**src/rtl/i2c_eeprom_slave.sv**
```systemverilog
module i2c_eeprom_slave #(
  parameter int          WRITE_CYCLES = 500000,
  parameter logic [3:0]  DEV_CODE     = 4'b1010
) (
  input  logic       clk,
  input  logic       rst_n,
  input  logic       scl_i,
  input  logic       sda_i,
  input  logic [2:0] sel_i,
  output logic       sda_oe,
  output logic       busy
);
  localparam int TW = $clog2(WRITE_CYCLES + 1);

  typedef enum logic [2:0] {P_IDLE, P_DEV, P_WADDR, P_WDATA, P_READ} phase_t;

  logic [7:0]    mem [256];
  logic [2:0]    scl_q, sda_q;
  phase_t        phase;
  logic [3:0]    cnt;
  logic [7:0]    shreg, tx, addr, waddr, wdata;
  logic          have, rack;
  logic [TW-1:0] timer;

  wire scl_s     = scl_q[1];
  wire sda_s     = sda_q[1];
  wire scl_rise  = scl_q[1] & ~scl_q[2];
  wire scl_fall  = ~scl_q[1] & scl_q[2];
  wire start_c   = scl_q[1] & scl_q[2] & sda_q[2] & ~sda_q[1];
  wire stop_c    = scl_q[1] & scl_q[2] & ~sda_q[2] & sda_q[1];
  wire prog_done = busy && (timer == '0);
  wire dev_hit   = (shreg[7:1] == {DEV_CODE, sel_i}) && !busy;

  always_ff @(posedge clk or negedge rst_n)
    if (!rst_n) begin
      scl_q <= 3'b111;
      sda_q <= 3'b111;
    end else begin
      scl_q <= {scl_q[1:0], scl_i};
      sda_q <= {sda_q[1:0], sda_i};
    end

  always_ff @(posedge clk)
    if (prog_done) mem[waddr] <= wdata;

  always_ff @(posedge clk or negedge rst_n)
    if (!rst_n) begin
      phase  <= P_IDLE;
      cnt    <= '0;
      shreg  <= '0;
      tx     <= '0;
      addr   <= '0;
      waddr  <= '0;
      wdata  <= '0;
      have   <= 1'b0;
      rack   <= 1'b1;
      sda_oe <= 1'b0;
      busy   <= 1'b0;
      timer  <= '0;
    end else begin
      if (busy) begin
        if (timer == '0) busy <= 1'b0;
        else             timer <= timer - 1'b1;
      end
      if (start_c) begin
        phase <= P_DEV;
        cnt   <= '0;
        have  <= 1'b0;
      end else if (stop_c) begin
        if (phase == P_WDATA && have) begin
          busy  <= 1'b1;
          timer <= TW'(WRITE_CYCLES - 1);
        end
        phase <= P_IDLE;
        have  <= 1'b0;
      end else if (scl_rise) begin
        if (cnt < 4'd8)  shreg <= {shreg[6:0], sda_s};
        if (cnt == 4'd8) rack <= sda_s;
        if (cnt != 4'd9) cnt <= cnt + 1'b1;
      end else if (scl_fall) begin
        if (cnt == 4'd8) begin
          case (phase)
            P_DEV: begin
              if (dev_hit) begin
                sda_oe <= 1'b1;
                phase  <= shreg[0] ? P_READ : P_WADDR;
              end else phase <= P_IDLE;
            end
            P_WADDR: begin
              addr   <= shreg;
              sda_oe <= 1'b1;
              phase  <= P_WDATA;
            end
            P_WDATA: if (!have) begin
              wdata  <= shreg;
              waddr  <= addr;
              have   <= 1'b1;
              sda_oe <= 1'b1;
            end
            P_READ:  sda_oe <= 1'b0;
            default: ;
          endcase
        end else if (cnt == 4'd9) begin
          cnt    <= '0;
          sda_oe <= 1'b0;
          if (phase == P_READ) begin
            if (!rack) begin
              tx     <= mem[addr];
              sda_oe <= ~mem[addr][7];
              addr   <= addr + 1'b1;
            end else phase <= P_IDLE;
          end
        end else if (phase == P_READ && cnt != 4'd0) begin
          sda_oe <= ~tx[3'(4'd7 - cnt)];
        end
      end
    end

  AST_QUIET_WHILE_BUSY: assert property (@(posedge clk) disable iff (!rst_n) busy |-> !sda_oe);
  AST_BUSY_HOLDS:       assert property (@(posedge clk) disable iff (!rst_n) (busy && timer != '0) |=> busy);
  AST_PROG_NEEDS_DATA:  assert property (@(posedge clk) disable iff (!rst_n) $rose(busy) |-> $past(have));
  AST_SDA_ON_LOW:       assert property (@(posedge clk) disable iff (!rst_n) !$stable(sda_oe) |-> !$past(scl_s));
  AST_NO_DRIVE_IDLE:    assert property (@(posedge clk) disable iff (!rst_n) $rose(sda_oe) |-> $past(phase) != P_IDLE);
endmodule

```
**config.mk**
```make
export PLATFORM = sky130hd
export DESIGN_NAME = i2c_eeprom_slave
export DESIGN_NICKNAME = d
export VERILOG_FILES = /design/src/rtl/i2c_eeprom_slave.sv
export SDC_FILE = /design/constraint.sdc
export NUM_CORES = 2
export LEC_CHECK = 0
export BUFFER_PORTS_ARGS = -buffer_cell sky130_fd_sc_hd__buf_4
export CAP_MARGIN = 20
export CORE_MARGIN = 1.5
export CORE_UTILIZATION = 25
export CTS_CLUSTER_DIAMETER = 30
export DETAILED_ROUTE_END_ITERATION = 8
export GPL_ROUTABILITY_DRIVEN = 0
export PLACE_DENSITY = 0.51
export SLEW_MARGIN = 10
export SYNTH_ARGS = -nofsm -noshare
export SYNTH_HDL_FRONTEND = slang
export SYNTH_SLANG_ARGS = --single-unit
```
**constraint.sdc**
```tcl
create_clock -name clk -period 4.1 [get_ports clk]
set_input_delay 0.41 -clock clk [delete_from_list [all_inputs] [get_ports clk]]
set_output_delay 0.41 -clock clk [all_outputs]
set_load 0.01 [all_outputs]
```
# Yosys cells after proc, flatten, opt, wreduce, memory -nomap -nowiden
# Memories as Yosys holds them, arrays and structs flattened.
# Cells that the tools add are included.
# W data, S select, Z words.
word_totals:
  reg_bits: 76
  ramBits: 2048
  inputBits: 7
  word_cells: 136
  n_memories: 1
op_classes:
  n_addsub: 4
  order_cmp: 2
  n_eq_ne: 18
  muxes: 51
  n_bitwise: 19
  n_reduce_logical: 27
memory_table:
  columns: ["name", "words", "width", "read_ports", "rd_clocked_by_memory_dff", "write_ports", "line", "source"]
  rows:
  - ["mem", 256, 8, 1, 0, 1, "17", "logic [7:0] mem [256];"]
ops:
  columns: ["cell", "n"]
  rows:
  - ["$mux W19", 5]
  - ["$mux W8", 5]
  - ["$mux W3", 10]
  - ["$mux W4", 7]
  - ["$reduce_and A8 Y1", 3]
  - ["$mux W1", 21]
  - ["$logic_not A19 Y1", 1]
  - ["$sub A19 B1 Y19 const B", 1]
  - ["$reduce_bool A3 Y1", 6]
  - ["$reduce_bool A4 Y1", 4]
  - ["$not A1 Y1", 12]
  - ["$reduce_and A4 Y1", 3]
  - ["$ne A3 B3 Y1 const B", 3]
  - ["$add A8 B1 Y8 const B", 1]
  - ["$eq A4 B4 Y1 const B", 2]
  - ["$and A1 B1 Y1", 7]
  - ["$eq A7 B7 Y1", 1]
  - ["$reduce_and A7 Y1", 1]
  - ["$eq A3 B2 Y1 const B", 2]
  - ["$ne A3 B1 Y1 const B", 2]
  - ["$pmux W3 S2", 1]
  - ["$reduce_and A6 Y1", 1]
  - ["$ne A5 B2 Y1 const B", 1]
  - ["$ne A5 B3 Y1 const B", 1]
  - ["other kinds (15)", 20]

# Depth between registers and ports, before layout
depth:
  depth_word: 9
  ltp_mapped: 12
  mapped_depth_nobuf: 9

# Least setup slack after synthesis
# No wires, ideal clock.
synth_path:
  kind: "reg2reg"
  startpoint: "reg wdata[0]"
  endpoint: "mem mem[0][0] (data pin)"
  arrival_ns: 3.181
  setup_slack_ns: 0.116
  path_stages_with_launch: 1
  path_buffers: 0
  period_less_slack_ns: 3.984
  path_cell_list: "dfrtp_1"
synth_rtl:
  columns: ["element", "line", "source"]
  rows:
  - ["start: declaration", "21", "logic [7:0] shreg, tx, addr, waddr, wdata;"]
  - ["start signal: assignment", "95", "wdata <= shreg;"]
  - ["end: declaration", "17", null]
# No word-level cell before the write port.

# Final worst setup path
layout_path:
  startpoint: "reg addr[2]"
  endpoint: "reg sda_oe"
layout_between:
  elab_chain_cells: 6
layout_rtl:
  columns: ["element", "line", "source"]
  rows:
  - ["start: declaration", "21", null]
  - ["start signal: assignment", "90", "addr <= shreg;"]
  - ["start signal: assignment", "110", "addr <= addr + 1'b1;"]
  - ["$mem_v2 Z256 W8", null, null]
  - ["$not A1 Y1", "109", "sda_oe <= ~mem[addr][7];"]
  - ["$mux W1", "107", "if (!rack) begin"]
  - ["$mux W1", "106", "if (phase == P_READ) begin"]
  - ["$mux W1", "103", "end else if (cnt == 4'd9) begin"]
  - ["$mux W1", "81", "if (cnt == 4'd8) begin"]
  - ["end signal: assignment", "109", null]
  - ["end signal: assignment", "114", "sda_oe <= ~tx[3'(4'd7 - cnt)];"]
  - ["end: declaration", "10", "output logic sda_oe,"]
# No other way between the ends.
# A chain may end at the register's enable or synchronous reset.

==> results.md <==
- The worst-case IR drop observed on VDD is 406.3 µV.
- The count of cells in the finished layout, fillers not included, comes to 9,191.
- Cell internal power was estimated by the tool at 46.20 mW.
- The leading register cell type out of synthesis is sky130_fd_sc_hd__edfxtp_1.
- The part of the Yosys area used for sequential elements is 76.68%.
- The slowest library cell on the worst path is sky130_fd_sc_hd__dfrtp_4.
- The multiplexer share of the synthesized area is 16.59%.
- Global routing finished with a remaining overflow of 0.
- The number of max-slew violations in the final report is 0.
- The kind of start point of the critical path is a flip-flop.
- The clock input transition at the sequential cells of the worst setup and hold paths is 50 ps.
- For this block, the initial DRC count from the detailed router was 4,220.
- Setup repair after global routing left no endpoint under its margin.
- The synthesized net count is 3,855.
- For the final database, setup skew stands at 55.87 ps.
- The xor and xnor fraction of the mapped netlist area is 0.2012%.
- The number of cells after detailed placement is 8,438.
- Setup violations remaining at the end of the flow were counted as 0.
- The worst-margin pin slew is 1095 ps.
- The routed design could run at a clock period as short as 4058 ps.
- In this run the worst path has a maximum fanout of 26.
- Once the clock tree was built, the resizer swapped 0 gates to a different size.
- The die covers 334,200 µm².
- Synthesis inferred 2,124 register bits.
- The run finished with clean final reports.
- TritonCTS built the clock tree.
- The clock latency of the later-clocked register in the worst-skew pair is 890 ps.
- The post-synthesis instance area is 82,690 µm².
- Of the total synthesized cell area, the portion taken by full adders, half adders and majority gates is 0.1513%.
- After floorplanning, the core was divided into 210 placement rows.
- Dividing the detail-routed wire length by the instance count gives 25.61 µm.
- The count of endpoints failing hold in the final timing report is 0.
- The vias per cell is 4.643.
- The top-area cell type share of the netlist area is 74.37%.
- For the worst setup path, the data required time is 4890 ps.
- The via count of the first global-routing pass is 44,370.
- The synthesized-area fraction occupied by and/or/nand/nor cells is 2.916%.
- Counting flops with an async set or reset pin after synthesis yields a share of 3.578%.
- The leading cell type in the layout, fill and taps excluded is sky130_fd_sc_hd__edfxtp_1.
- The number of antenna violations at the first check in global routing is 7.
- STA classifies the critical path endpoint as a flip-flop.
- From left edge to right edge, the die measures 578.1 µm.
- The number of max-capacitance violations reported is 0.
- The HPWL after detailed placement is 145,500 µm.
- Per report_power, the sequential group accounts for 41.0% of the total.
- For this design the ratio of total power to cell area is 548.7 nW/µm².
- Across all register-to-register paths, the minimum setup slack is 40 ps.
- Cells with a size suffix above 1 make up 36.81% of the layout.
- The number of enable flip-flop cells after synthesis is 2,048.
- The largest family of logic cells by synthesized area is multiplexers.
- During placement, the flow inserted port buffers numbering 8.
- In the post-synthesis netlist, the biggest area contributors are sky130_fd_sc_hd__edfxtp_1 (74%), sky130_fd_sc_hd__mux4_2 (16%), sky130_fd_sc_hd__dfrtp_1 (2.1%).
- The Yosys step of the flow raised 0 warnings.
- CTS saw 2,124 sinks.
- The filler cells instantiated in the layout total 30,960.
- The DRC violation count after routing is 0.
- At the end of the flow, the number of nets in the layout was 4,527.
- The critical path goes through inv_2 -> buf_12 -> mux2i_1 -> o221ai_1 -> a311oi_1 -> a221oi_1 -> nor3_1 -> o31a_1.
- The library cells used most frequently in the layout, excluding fill and tap cells, are sky130_fd_sc_hd__edfxtp_1 (2,048), sky130_fd_sc_hd__mux4_2 (575), sky130_fd_sc_hd__buf_4 (424), sky130_fd_sc_hd__clkbuf_16 (415), sky130_fd_sc_hd__nor2_1 (312).
- In this run the tightest slew margin relative to its limit is 26.80%.
- Each instance of the synthesized netlist takes up on average 21.55 µm².
- The I/O pin total is 9.
- Counting the buffers created by CTS gives 410.
- The arrival time reported for the critical path endpoint is 4850 ps.
- Once detail routing completed, the nets flagged for antenna violations numbered 0.
- In the finished design, the share of the clock period the worst path needs comes to 98.98%.
- The clock share of power is 58.6%.
- The timing-limited maximum frequency is 246.4 MHz.
- Wires add up to 235,400 µm.
- Synthesis produced 3,838 cells.
- The count of distinct cell types in the synthesized netlist is 63.
- The analysis attributes to cell leakage a power of 30.87 nW.
- Combinational logic burns 0.4% of the power.
- The first global-routing pass estimated 336,400 µm of wire.
- The highest cell delay on the worst timing path is 710 ps.
- For this design the total switching power over the nets is 11.63 mW.
- The type of the most critical hold path is in -> async.
- The pin count of the biggest net entering global routing is 137.
- The vertical extent of the die is 578.1 µm.
- The region available for standard cell placement spans 328,200 µm².
- Across every metal layer, demand over resource in global routing totals 13.92%.
- The routed layout has 42,670 vias.
- The initial cell density of the core is 25.20%.
- The critical path in this run is classified as reg -> reg.
- The net switching share of the total power is 20.12%.
- No sink is reached through more buffers than the 4 on the longest clock path.
- The area growth from synthesis to layout is 27.48%.
- The fraction of the mapped netlist area in compound gates is 2.088%.
- The pre-antenna-repair detailed-routing pass consisted of 6 iterations.
- In this run the clock root is driven by a sky130_fd_sc_hd__clkbuf_16.
- The number of levels in the clock H-tree is 5.
- The largest total area in the synthesized netlist belongs to sky130_fd_sc_hd__edfxtp_1.
- The setup TNS is 0 ps.
per-layer routing:
metal / share of wire, % / up-vias / wire length (µm) / track usage, %
met3: 6.2 / 381 / 14620 / 2.572
met2: 48 / 1583 / 113100 / 22.63
met5: 0.0064 / - / 15 / 0
met1: 43 / 23110 / 100700 / 18.75
met4: 2.9 / 2 / 6930 / 4.608
li1: - / 17590 / - / -
flip-flops by register name (all words and copies together), names as in the netlist, 3 cells and up:
register,count
wdata,8
sda_q,3
addr,8
timer,19
shreg,8
tx,8
mem,2048
waddr,8
scl_q,3
phase,3
cnt,4
per-stage QoR:
stage | setup slack (ps) | hold slack (ps) | utilization, % | area (µm²) | power, mW
3_5_place_dp | 63.40 | 349.9 | 27.81 | 91250 | 24.35
4_1_cts | 38.98 | 146.8 | 32.10 | 105400 | 58.31
6_report | 41.80 | 158.4 | 32.12 | 105400 | 57.84
3_3_place_gp | 83.96 | 350.7 | 27.80 | 91230 | 24.34
5_1_grt | 51.70 | 195.3 | 32.12 | 105400 | 59.36
2_1_floorplan | 116.4 | 114.4 | - | 82690 | 24.21
cell type report:
| cell class | count | area, µm² | area share [%] |
|---|---|---|---|
| tap | 4346 | 5438 | 5.158 |
| inverter | 16 | 65.06 | 0.06172 |
| antenna | 1 | 2.502 | 0.002374 |
| clock inverter | 283 | 3492 | 3.313 |
| sequential | 2124 | 63450 | 60.19 |
| multi-input combinational | 1484 | 18230 | 17.29 |
| timing repair buffer | 474 | 4164 | 3.950 |
| clock buffer | 463 | 10580 | 10.03 |
Yosys cell counts, types with 17 or more instances:
library cell	number
sky130_fd_sc_hd__nand3_1	30
sky130_fd_sc_hd__o22ai_1	24
sky130_fd_sc_hd__nor2_1	315
sky130_fd_sc_hd__o21ai_0	31
sky130_fd_sc_hd__mux2_2	36
sky130_fd_sc_hd__clkbuf_1	101
sky130_fd_sc_hd__mux4_2	575
sky130_fd_sc_hd__a21oi_1	69
sky130_fd_sc_hd__dfrtp_1	69
sky130_fd_sc_hd__mux2i_1	36
sky130_fd_sc_hd__edfxtp_1	2048
sky130_fd_sc_hd__buf_4	35
sky130_fd_sc_hd__buf_2	47
sky130_fd_sc_hd__a22oi_1	67
sky130_fd_sc_hd__nand2_1	101
sky130_fd_sc_hd__nor2b_1	17
sky130_fd_sc_hd__buf_1	20
timing repair:
item	in CTS	in global routing
endpoints found under the hold margin	50	0
hold buffers	3	0
buffers inserted	0	0
cells by family (layout without fill, tap and decap cells):
kind of cell | Yosys count | count (layout)
other | 0 | 1
multiplexers | 647 | 647
AO/OA/AOI/OAI | 260 | 260
buffers and inverters | 230 | 1236
adder cells (fa/ha/maj) | 10 | 10
flip-flops | 2124 | 2124
XOR/XNOR | 19 | 19
AND/OR/NAND/NOR | 548 | 548
worst paths after layout:
check | startpoint | endpoint | cells after the start
setup / recovery | addr[2] | sda_oe | 8
hold / removal | rst_n | timer[7] | 2
setup reg to reg | addr[2] | sda_oe | 8
hold reg to reg | sda_q[0] | sda_q[1] | 0
max in group asynchronous | rst_n | addr[3] | 3
min in group clk | sel_i[2] | phase[1] | 7
power groups by stage:
stage | combinational (mW) | clock [mW] | sequential, mW
after floorplan | 0.197 | 0 | 24.0
after global placement | 0.246 | 0 | 24.1
after detailed placement | 0.249 | 0 | 24.1
after CTS | 0.253 | 34.4 | 23.7
after global routing | 0.286 | 35.4 | 23.7
final | 0.254 | 33.9 | 23.7
worst max-delay path: cells and delay by family, from the launching register on:
kind,cells,cell delay [ps]
compound gates,4,1410
flops,1,710
mux,1,540
simple gates,1,480
buf+inv,2,770
Power figures use the tool's default switching activity.
